--- src/rtl/cc_pkg.sv ---
package cc_pkg;
    typedef enum logic [1:0] {
        ST_FREE = 2'd0,
        ST_ENG  = 2'd1,
        ST_OCC  = 2'd2
    } cell_st_e;
endpackage

--- src/rtl/cc_first.sv ---
module cc_first #(
    parameter int N  = 4,
    parameter int IW = (N > 1) ? $clog2(N) : 1
) (
    input  logic [N-1:0]  req,
    output logic          found,
    output logic [IW-1:0] idx
);
    always_comb begin
        found = 1'b0;
        idx   = '0;
        for (int i = N - 1; i >= 0; i--) begin
            if (req[i]) begin
                found = 1'b1;
                idx   = IW'(i);
            end
        end
    end
endmodule

--- src/rtl/cc_lookup.sv ---
module cc_lookup #(
    parameter int N    = 4,
    parameter int MINW = 8,
    parameter int IW   = (N > 1) ? $clog2(N) : 1
) (
    input  logic [N-1:0][MINW-1:0] tab,
    input  logic [N-1:0]           cand,
    input  logic [MINW-1:0]        key,
    output logic                   hit,
    output logic [IW-1:0]          idx
);
    logic [N-1:0] eq;

    for (genvar g = 0; g < N; g++) begin : g_cmp
        assign eq[g] = cand[g] && (tab[g] == key);
    end

    cc_first #(.N(N), .IW(IW)) u_pick (.req(eq), .found(hit), .idx(idx));
endmodule

--- src/rtl/cc_lru.sv ---
module cc_lru #(
    parameter int N  = 4,
    parameter int IW = (N > 1) ? $clog2(N) : 1
) (
    input  logic          clk,
    input  logic          rst_n,
    input  logic [N-1:0]  elig,
    input  logic          mv_a_en,
    input  logic [IW-1:0] mv_a,
    input  logic          mv_b_en,
    input  logic [IW-1:0] mv_b,
    input  logic          mv_c_en,
    input  logic [IW-1:0] mv_c,
    output logic          vic_found,
    output logic [IW-1:0] vic_idx
);
    typedef logic [N-1:0][IW-1:0] ord_t;

    ord_t order_d, order_q;

    function automatic ord_t to_back(input ord_t o, input logic [IW-1:0] c);
        ord_t r;
        int   j;
        r = o;
        j = 0;
        for (int k = 0; k < N; k++) begin
            if (o[k] != c) begin
                r[j] = o[k];
                j++;
            end
        end
        r[N-1] = c;
        return r;
    endfunction

    always_comb begin
        vic_found = 1'b0;
        vic_idx   = '0;
        for (int k = N - 1; k >= 0; k--) begin
            if (elig[order_q[k]]) begin
                vic_found = 1'b1;
                vic_idx   = order_q[k];
            end
        end
        order_d = order_q;
        if (mv_a_en) order_d = to_back(order_d, mv_a);
        if (mv_b_en) order_d = to_back(order_d, mv_b);
        if (mv_c_en) order_d = to_back(order_d, mv_c);
    end

    always_ff @(posedge clk) begin
        if (!rst_n) begin
            for (int i = 0; i < N; i++) order_q[i] <= IW'(i);
        end else begin
            order_q <= order_d;
        end
    end

    logic [N-1:0] seen;
    always_comb begin
        seen = '0;
        for (int k = 0; k < N; k++) seen[order_q[k]] = 1'b1;
    end


    perm_chk: assert property (@(posedge clk) disable iff (!rst_n) (&seen));
endmodule

--- src/rtl/icell_cache_ctl.sv ---
module icell_cache_ctl #(
    parameter int N    = 4,
    parameter int MINW = 8,
    parameter int IW   = (N > 1) ? $clog2(N) : 1
) (
    input  logic            clk,
    input  logic            rst_n,
    input  logic            pkt_valid,
    input  logic [MINW-1:0] pkt_minor,
    output logic            pkt_accept,
    input  logic            ipkt_valid,
    input  logic [MINW-1:0] ipkt_minor,
    input  logic [N-1:0]    cell_ready,
    output logic            upd_valid,
    output logic [IW-1:0]   upd_cell,
    output logic            retr_valid,
    output logic [MINW-1:0] retr_minor,
    output logic            evict_valid,
    output logic [IW-1:0]   evict_cell,
    output logic [MINW-1:0] evict_minor,
    output logic            store_valid,
    output logic [MINW-1:0] store_minor,
    output logic            load_valid,
    output logic [IW-1:0]   load_cell,
    output logic            fire_valid,
    output logic [IW-1:0]   fire_cell,
    output logic            orphan_err
);
    import cc_pkg::*;

    typedef struct packed {
        logic [N-1:0][MINW-1:0] minor;
        cell_st_e [N-1:0]       st;
        logic                   upd_valid;
        logic [IW-1:0]          upd_cell;
        logic                   retr_valid;
        logic [MINW-1:0]        retr_minor;
        logic                   evict_valid;
        logic [IW-1:0]          evict_cell;
        logic [MINW-1:0]        evict_minor;
        logic                   store_valid;
        logic [MINW-1:0]        store_minor;
        logic                   load_valid;
        logic [IW-1:0]          load_cell;
        logic                   fire_valid;
        logic [IW-1:0]          fire_cell;
        logic                   orphan_err;
    } state_t;

    state_t s_d, s_q;

    logic [N-1:0] occ_vec, eng_vec, free_vec, live_vec, elig_vec;
    logic [N-1:0] fire_mask;
    logic         fire_any, d_hit, fr_any, i_hit, vic_found;
    logic [IW-1:0] fire_idx, d_idx, fr_idx, i_idx, vic_idx, alloc_idx;
    logic         do_alloc, do_evict, do_load;

    for (genvar g = 0; g < N; g++) begin : g_stat
        assign occ_vec[g]  = (s_q.st[g] == ST_OCC);
        assign eng_vec[g]  = (s_q.st[g] == ST_ENG);
        assign free_vec[g] = (s_q.st[g] == ST_FREE);
    end
    assign live_vec = occ_vec | eng_vec;

    cc_first #(.N(N), .IW(IW)) u_fire (
        .req(occ_vec & cell_ready), .found(fire_any), .idx(fire_idx));
    cc_first #(.N(N), .IW(IW)) u_free (
        .req(free_vec), .found(fr_any), .idx(fr_idx));
    cc_lookup #(.N(N), .MINW(MINW), .IW(IW)) u_dlook (
        .tab(s_q.minor), .cand(live_vec), .key(pkt_minor), .hit(d_hit), .idx(d_idx));
    cc_lookup #(.N(N), .MINW(MINW), .IW(IW)) u_ilook (
        .tab(s_q.minor), .cand(eng_vec), .key(ipkt_minor), .hit(i_hit), .idx(i_idx));

    assign fire_mask = fire_any ? (N'(1) << fire_idx) : '0;
    assign elig_vec  = occ_vec & ~fire_mask;

    assign pkt_accept = d_hit | fr_any | vic_found;
    assign do_alloc   = pkt_valid && !d_hit && (fr_any || vic_found);
    assign do_evict   = do_alloc && !fr_any;
    assign alloc_idx  = fr_any ? fr_idx : vic_idx;
    assign do_load    = ipkt_valid && i_hit;

    cc_lru #(.N(N), .IW(IW)) u_lru (
        .clk(clk), .rst_n(rst_n), .elig(elig_vec),
        .mv_a_en(fire_any), .mv_a(fire_idx),
        .mv_b_en(do_alloc), .mv_b(alloc_idx),
        .mv_c_en(do_load),  .mv_c(i_idx),
        .vic_found(vic_found), .vic_idx(vic_idx));

    always_comb begin
        s_d             = s_q;
        s_d.upd_valid   = 1'b0;
        s_d.retr_valid  = 1'b0;
        s_d.evict_valid = 1'b0;
        s_d.load_valid  = 1'b0;
        s_d.fire_valid  = 1'b0;
        s_d.orphan_err  = 1'b0;
        s_d.store_valid = s_q.evict_valid;
        s_d.store_minor = s_q.evict_minor;

        if (pkt_valid && pkt_accept) begin
            s_d.upd_valid = 1'b1;
            s_d.upd_cell  = d_hit ? d_idx : alloc_idx;
        end
        if (do_alloc) begin
            if (do_evict) begin
                s_d.evict_valid = 1'b1;
                s_d.evict_cell  = alloc_idx;
                s_d.evict_minor = s_q.minor[alloc_idx];
            end
            s_d.st[alloc_idx]    = ST_ENG;
            s_d.minor[alloc_idx] = pkt_minor;
            s_d.retr_valid       = 1'b1;
            s_d.retr_minor       = pkt_minor;
        end
        if (ipkt_valid) begin
            if (i_hit) begin
                s_d.st[i_idx]  = ST_OCC;
                s_d.load_valid = 1'b1;
                s_d.load_cell  = i_idx;
            end else begin
                s_d.orphan_err = 1'b1;
            end
        end
        if (fire_any) begin
            s_d.fire_valid = 1'b1;
            s_d.fire_cell  = fire_idx;
        end
    end

    always_ff @(posedge clk) begin
        if (!rst_n) begin
            s_q <= '0;
        end else begin
            s_q <= s_d;
        end
    end

    assign upd_valid   = s_q.upd_valid;
    assign upd_cell    = s_q.upd_cell;
    assign retr_valid  = s_q.retr_valid;
    assign retr_minor  = s_q.retr_minor;
    assign evict_valid = s_q.evict_valid;
    assign evict_cell  = s_q.evict_cell;
    assign evict_minor = s_q.evict_minor;
    assign store_valid = s_q.store_valid;
    assign store_minor = s_q.store_minor;
    assign load_valid  = s_q.load_valid;
    assign load_cell   = s_q.load_cell;
    assign fire_valid  = s_q.fire_valid;
    assign fire_cell   = s_q.fire_cell;
    assign orphan_err  = s_q.orphan_err;


    retr_has_upd_chk: assert property (@(posedge clk) disable iff (!rst_n)
        retr_valid |-> upd_valid);

    evict_diff_chk: assert property (@(posedge clk) disable iff (!rst_n)
        evict_valid |-> (retr_valid && retr_minor != evict_minor && upd_cell == evict_cell));

    stall_quiet_chk: assert property (@(posedge clk) disable iff (!rst_n)
        (pkt_valid && !pkt_accept && !ipkt_valid) |=> (!upd_valid && !retr_valid && !evict_valid));

    err_load_excl_chk: assert property (@(posedge clk) disable iff (!rst_n)
        !(orphan_err && load_valid));

    fire_occ_chk: assert property (@(posedge clk) disable iff (!rst_n)
        fire_valid |-> (($past(occ_vec) & (N'(1) << fire_cell)) != '0));

    no_self_evict_chk: assert property (@(posedge clk) disable iff (!rst_n)
        (fire_valid && evict_valid) |-> (fire_cell != evict_cell));
endmodule

--- config.mk ---
export PLATFORM = sky130hd
export DESIGN_NAME = icell_cache_ctl
export DESIGN_NICKNAME = d
export VERILOG_FILES = /design/src/rtl/cc_pkg.sv /design/src/rtl/cc_first.sv /design/src/rtl/cc_lookup.sv /design/src/rtl/cc_lru.sv /design/src/rtl/icell_cache_ctl.sv
export SDC_FILE = /design/constraint.sdc
export NUM_CORES = 1
export LEC_CHECK = 0
export ABC_AREA = 1
export BUFFER_PORTS_ARGS = -buffer_cell sky130_fd_sc_hd__buf_2
export CORE_MARGIN = 5
export CORE_UTILIZATION = 28
export CTS_BUF_LIST = sky130_fd_sc_hd__clkbuf_8
export CTS_CLUSTER_DIAMETER = 100
export CTS_CLUSTER_SIZE = 8
export DETAILED_ROUTE_END_ITERATION = 16
export SLEW_MARGIN = 20
export SYNTH_ARGS = -nofsm -noshare
export SYNTH_HDL_FRONTEND = slang
export SYNTH_SLANG_ARGS = --single-unit
--- constraint.sdc ---
create_clock -name clk -period 5.6 [get_ports clk]
set_input_delay 0.28 -clock clk [delete_from_list [all_inputs] [get_ports clk]]
set_output_delay 0.28 -clock clk [all_outputs]
set_load 0.01 [all_outputs]
Yosys cells after proc, flatten, opt, wreduce, memory -nomap -nowiden. Index checks and enable logic that the tools add are counted.

Add/sub/neg operators: 6. Order comparisons: 26. Equal/unequal tests: 28. Shifts and indexed selects: 1. Multiplexer cells: 135. Bitwise gates (word level): 12. Reduce and logical (&&, ||, !) cells: 35.

Operators by type and width (number): 32-bit two-way mux (15); 32-bit by 1-bit >= comparator with 1-bit output, second input constant (9); 32-bit by 4-bit less-than comparator with 1-bit output, second input constant (9); 32-bit by 2-bit adder with 32-bit output, second input constant (6); 8-bit two-way mux (20); 8-bit bitwise mux (9); 2-bit two-way mux (36); 8-bit == test (8); 2-bit demux with 2-bit select (11); 32-bit bitwise mux (1); 1-bit two-way mux (28); 1-bit logical AND (24); 2-bit != test (12); 20-bit two-way mux (1); 2-bit by 3-bit less-than comparator with 1-bit output, second input constant (6); 6-bit two-way mux (3); 4-bit bitwise AND (4); 8-bit binary-select mux with 2-bit select (1); 8-bit demux with 2-bit select (1); 4-bit inverter (3); 4-bit bitwise OR (3); 11-bit two-way mux (1); 3-bit two-way mux (3); 1-bit binary-select mux with 2-bit select (4); 10 further kinds (25).

Register bits: 87. Bits of input ports: 24. Output and inout port bits: 40. Word-level logic and storage cells: 269.

Logic depth before layout (Yosys ltp).
Word-level depth: 54. Gate-level depth with buffers: 46. Depth with buffers taken out: 46.

By module. Synthesis repeated with hierarchy kept, for this count alone.

Cells, all modules: 1138. Area total of the unflattened synthesis: 6836.6 µm².

Modules (own cells, without submodules): icell_cache_ctl (instances 1, cells each 474, area each 3626.0 µm², seq. area each 1581.5 µm²); cc_lru (instances 1, cells each 372, area each 1954.4 µm², seq. area each 160.2 µm²); cc_lookup (instances 2, cells each 130, area each 555.5 µm², seq. area each 0.0 µm²); cc_first (instances 4, cells each 8, area each 36.3 µm², seq. area each 0.0 µm²).

Least setup slack after synthesis. No wires, ideal clock.

Path type: reg-to-reg. Start: register s_q[39] in the netlist's numbering. End: register u_lru.order_q[5] in the netlist's numbering. Setup time: 0.120 ns. Arrival: 4.564 ns. Required time: 5.480 ns. Slack: 0.916 ns. Stages on the path, launching flop included: 43. Buffers on the path: 0. Period minus slack after synthesis: 4.684 ns. Cells stage by stage: dfxtp_1 > inv_1 > ha_1 > nand2_4 > nand2_4 > inv_2 > nand2_4 > nand2_1 > nand2_1 > nor2_4 > inv_1 > ha_1 > inv_1 > nand3_1 > nand2_2 > nand3_1 > nand3_1 > nand2_1 > [... 7 more ...] > nand3_1 > nand3_2 > nor2_2 > nand2_1 > nand2_1 > nand3_1 > nand2_1 > nand2_1 > nand2_2 > nand2_2 > ha_1 > inv_1 > nand2_1 > nand2_1 > nor2_2 > nand3_1 > a21oi_1 > o21ai_1.

Longest elaborated chain between the ends: 51. Elaborated cells between the ends (all ways): 149. Classes of those cells: add/sub: 6; order compare: 18; eq/ne: 14; shift: 1; mux: 89; bitwise: 4; reduce/logical: 17.

RTL lines: start: declaration (RTL line icell_cache_ctl.sv:50) `state_t s_d, s_q;`; start signal: assignment (RTL line icell_cache_ctl.sv:133) `s_q <= '0;`; start signal: assignment (RTL line icell_cache_ctl.sv:135) `s_q <= s_d;`; 2-bit == test (RTL line icell_cache_ctl.sv:59) `assign occ_vec[g] = (s_q.st[g] == ST_OCC);`; 4-bit bitwise AND (RTL line icell_cache_ctl.sv:66) `.req(occ_vec & cell_ready), .found(fire_any), .idx(fire_idx));`; 2-bit two-way mux (RTL line cc_first.sv:13) `if (req[i]) begin`; 2-bit != test (RTL line cc_lru.sv:27) `if (o[k] != c) begin`; 1-bit two-way mux (RTL line cc_lru.sv:27); 32-bit two-way mux (RTL line cc_lru.sv:46) `if (mv_a_en) order_d = to_back(order_d, mv_a);`; 32-bit by 2-bit adder with 32-bit output, or another cell as far along (RTL line cc_lru.sv:29) `j++;`; 32-bit two-way mux or 1-bit logical AND (tied branches) (RTL line cc_lru.sv:27, cc_lru.sv:28); [... 35 more ...]; 32-bit two-way mux, or another cell as far along (RTL line cc_lru.sv:48) `if (mv_c_en) order_d = to_back(order_d, mv_c);`; 32-bit by 1-bit >= comparator with 1-bit output (implied by the code), or another cell as far along (RTL line cc_lru.sv:28) `r[j] = o[k];`; 1-bit logical AND (implied by the code) or 8-bit bitwise mux (tied branches) (RTL line cc_lru.sv:28); 2-bit two-way mux (implied by the code) or 8-bit two-way mux (tied branches) (RTL line cc_lru.sv:28, cc_lru.sv:27); 2-bit demux with 2-bit select or 8-bit two-way mux (tied branches); 8-bit bitwise mux (RTL line cc_lru.sv:28); 6-bit two-way mux (RTL line cc_lru.sv:27); 8-bit two-way mux * (RTL line cc_lru.sv:48); end signal: assignment (RTL line cc_lru.sv:55) `order_q <= order_d;`; end: declaration (RTL line cc_lru.sv:19) `ord_t order_d, order_q;`.

Mark *: on every way between the ends. The rest lies on a longest branch, timed or not. The select of a mux whose other input is x is not followed. A chain may end at the register's enable or synchronous reset.

Worst setup path in the final report. Same ends and word-level chain as after synthesis.

==> qor.json <==
{
  "port_buffers": 63,
  "outcome": "finished, final reports clean",
  "cts-root-to-sink-buffers": 2,
  "cts_buffers": 9,
  "cts_max_level": 3,
  "die_w_um": 158,
  "req_time_crit_path_ns": 5.87,
  "grt_pass1_vias": 5798,
  "tritoncts_clock_tree": "yes",
  "chipHeight_um": 158,
  "detail_route.wl_per_cell_um": 15.9,
  "grt_pass1_wl_um": 31700,
  "drive_above_1_share": 0.183,
  "worstSetupEndpointType": "flop",
  "ys.warnings.count": 0,
  "fin_crit_sh": 0.906,
  "setup_violators_final": 0,
  "clock_sink_count": 87,
  "type_of_element_launching_the_critical_path": "flop",
  "cts.reportedPaths.clkPinSlew_ns": 0.12,
  "hold_violations": 0,
  "wl_um": 19900,
  "max_cap_violations": 0,
  "setup_tns_ns": 0,
  "timing.clock.skew_ns": 0.0247,
  "synthToLayoutAreaGrowth_pct": 11.7,
  "pwr_cell_area_nw_per_um2": 363,
  "worstHoldPathType": "in2reg",
  "synth.distinct_cells": 49,
  "synth_nets": 972,
  "ir_drop_worst_case_vdd_mv": 0.163,
  "critical_path.n_buffers_inverters": 5,
  "achievable_clock_frequency_ghz": 0.197,
  "synth.ff_latch_count": 87,
  "timing.final.ws_setup_ns": 0.527,
  "post_synth_inst_count": 932,
  "dr.first_iter.drc_count": 514,
  "design.core.area_um2": 21700,
  "cp_common_cell": "sky130_fd_sc_hd__nand2_1",
  "highest_delay_cell_along_the_critical_path": "sky130_fd_sc_hd__ha_4",
  "fin_nets": 1003,
  "drv_slew": 0,
  "detail_route.first_pass.iterations": 6,
  "gp_congestion": 0.981,
  "fin_crit_ns": 5.07,
  "globalRouteOverflowTotal": 0,
  "measured_slew_at_the_worst_slew_check_pin_ns": 1.05,
  "placement_rows": 54,
  "critPathArrivalTime_ns": 5.34,
  "drt_drc_violations_left": 0,
  "final_antenna_net_count": 0,
  "cpLargestDelayFamily": "simple AND/OR/NAND/NOR gates",
  "grt_start_max_net_pins": 44,
  "insertedDiodeCount": 0,
  "post_drt_via_cell_ratio": 5.01,
  "leakage_nw": 3.24,
  "floorplan.io_pins": 64,
  "placed_cells_incl_taps": 1227,
  "worst-r2r-setup-slack_ns": 0.53,
  "final_cells": 1248,
  "cts_root_buf": "sky130_fd_sc_hd__clkbuf_8",
  "synth-seq-area-share": 0.284,
  "worst_path_largest_cell_delay_ns": 0.36,
  "detailroute.via_count": 6250,
  "slew_headroom": 0.295,
  "dp.final_hpwl_um": 15300,
  "post_synth.cell_area_avg_um2": 6.59,
  "antenna_found_initial": 1,
  "floorplan.initialDensity": 0.283,
  "dp_worst_setup_slack_ns": 0.320,
  "postCtsHoldBufs": 0,
  "setup_repair_after_global_routing_missed_its_margin": "no",
  "clock_latency_reported_for_the_late_side_of_the_worst_skew_pair_ns": 0.40,
  "cp_max_fo": 9,
  "synthesis.area_um2": 6140,
  "area_of_the_die_um2": 25000,
  "timing.setup.critical_path_class": "reg2reg",
  "groute.usage.overall": 0.159
}
[registers in the layout, indices dropped and copies added (netlist names)]
| name | flops |
|---|---|
| fire_cell | 2 |
| store_valid | 1 |
| evict_minor | 8 |
| retr_minor | 8 |
| u_lru.order_q | 8 |
| load_cell | 2 |
| load_valid | 1 |
| retr_valid | 1 |
| fire_valid | 1 |
| evict_cell | 2 |
| store_minor | 8 |
| orphan_err | 1 |
| upd_valid | 1 |
| evict_valid | 1 |
| s_q | 40 |
| upd_cell | 2 |
[cells in the final DEF (no fill, tap or decap), types with 12 or more instances in the layout]
cell and count:
sky130_fd_sc_hd__nand2_1 221, sky130_fd_sc_hd__inv_1 118, sky130_fd_sc_hd__dfxtp_1 87, sky130_fd_sc_hd__a21oi_1 72, sky130_fd_sc_hd__buf_2 63, sky130_fd_sc_hd__nand3_1 60
sky130_fd_sc_hd__o21ai_0 51, sky130_fd_sc_hd__nor2_1 48, sky130_fd_sc_hd__nand2_2 30, sky130_fd_sc_hd__o22ai_1 30, sky130_fd_sc_hd__xor2_1 18, sky130_fd_sc_hd__nand4_1 13
sky130_fd_sc_hd__ha_1 12
[synth_stat cells, drive strengths merged]
cell type	n	share of area
nand2	262	0.18
inv	127	0.078
dfxtp	87	0.28
a21oi	77	0.066
nand3	70	0.066
o21ai	60	0.051
nor2	58	0.041
buf	34	0.041
o22ai	30	0.031
clkbuf	20	0.012
xor2	18	0.026
ha	16	0.033
nand4	14	0.017
a221oi	8	0.011
a211oi	6	0.0073
xnor2	6	0.0086
nor3	5	0.0049
nor4	5	0.0051
clkinv	4	0.0024
a21boi	3	0.0043
o2111ai	3	0.0043
o211ai	3	0.0037
o221ai	3	0.0043
a31oi	2	0.0020
a32oi	2	0.0029
nor4b	2	0.0029
or2	2	0.0024
a2111o	1	0.0018
a21o	1	0.0012
and2	1	0.0010
o32ai	1	0.0014
or4	1	0.0012
[worst paths after layout]
path,start,end,cells after the start
max,s_q[39],u_lru.order_q[5],40
min,pkt_minor[3],retr_minor[3],3
max reg2reg,s_q[39],u_lru.order_q[5],40
min reg2reg,evict_valid,store_valid,2
[timing repair]
action | in CTS | in global routing
gates resized for setup | 0 | 16
endpoints found under the hold margin | 0 | 0
setup endpoints to repair | 0 | 6
buffers inserted | 0 | 5
[per-layer routing]
metal	track usage	up-vias	wire, µm
met5	0	-	13
met4	0.0561	2	609
met3	0.0279	45	1200
met2	0.244	226	8650
met1	0.226	2872	9400
li1	-	3105	-
[tightest hold or removal path, cell delays in order]
cell	delay (ns)
sky130_fd_sc_hd__buf_2	0.16
sky130_fd_sc_hd__nand2_1	0.08
sky130_fd_sc_hd__a21oi_1	0.05
[cell type report]
type	instances	area, µm²
Sequential cell	87	1740
Clock buffer	9	124
Timing Repair Buffer	74	398
Inverter	131	492
Clock inverter	7	83.8
Fill cell	2313	14800
Multi-Input combinational cell	660	3670
Tap cell	280	350
[kinds of logic (layout without fill, tap and decap cells)]
kind of cell	count (synthesis)	count (layout)	share of synthesized area
xor gates and xnor gates	24	24	0.0342
adders and majority gates	16	16	0.0326
AOI/OAI and AO/OA	200	200	0.192
buffers and inverters	185	221	0.133
DFF	87	87	0.284
and+or+nand+nor	420	420	0.324
[per-stage QoR]
stage | hold WS (ns) | util | cell area, µm² | power [mW]
floorplan | 0.420 | - | 6140 | 1.66
global placement | 0.417 | 0.301 | 6520 | 1.91
detailed placement | 0.423 | 0.301 | 6520 | 1.91
CTS | 0.192 | 0.310 | 6730 | 2.39
global route | 0.214 | 0.316 | 6860 | 2.69
finish | 0.203 | 0.316 | 6860 | 2.49
[report_power, final]
part	total (mW)	internal [mW]	switching, mW
clock	0.472	0.181	0.291
sequential	0.707	0.654	0.0530
combinational	1.31	0.449	0.861
total	2.49	1.28	1.21
No activity file was read; power rests on OpenSTA's default activity.
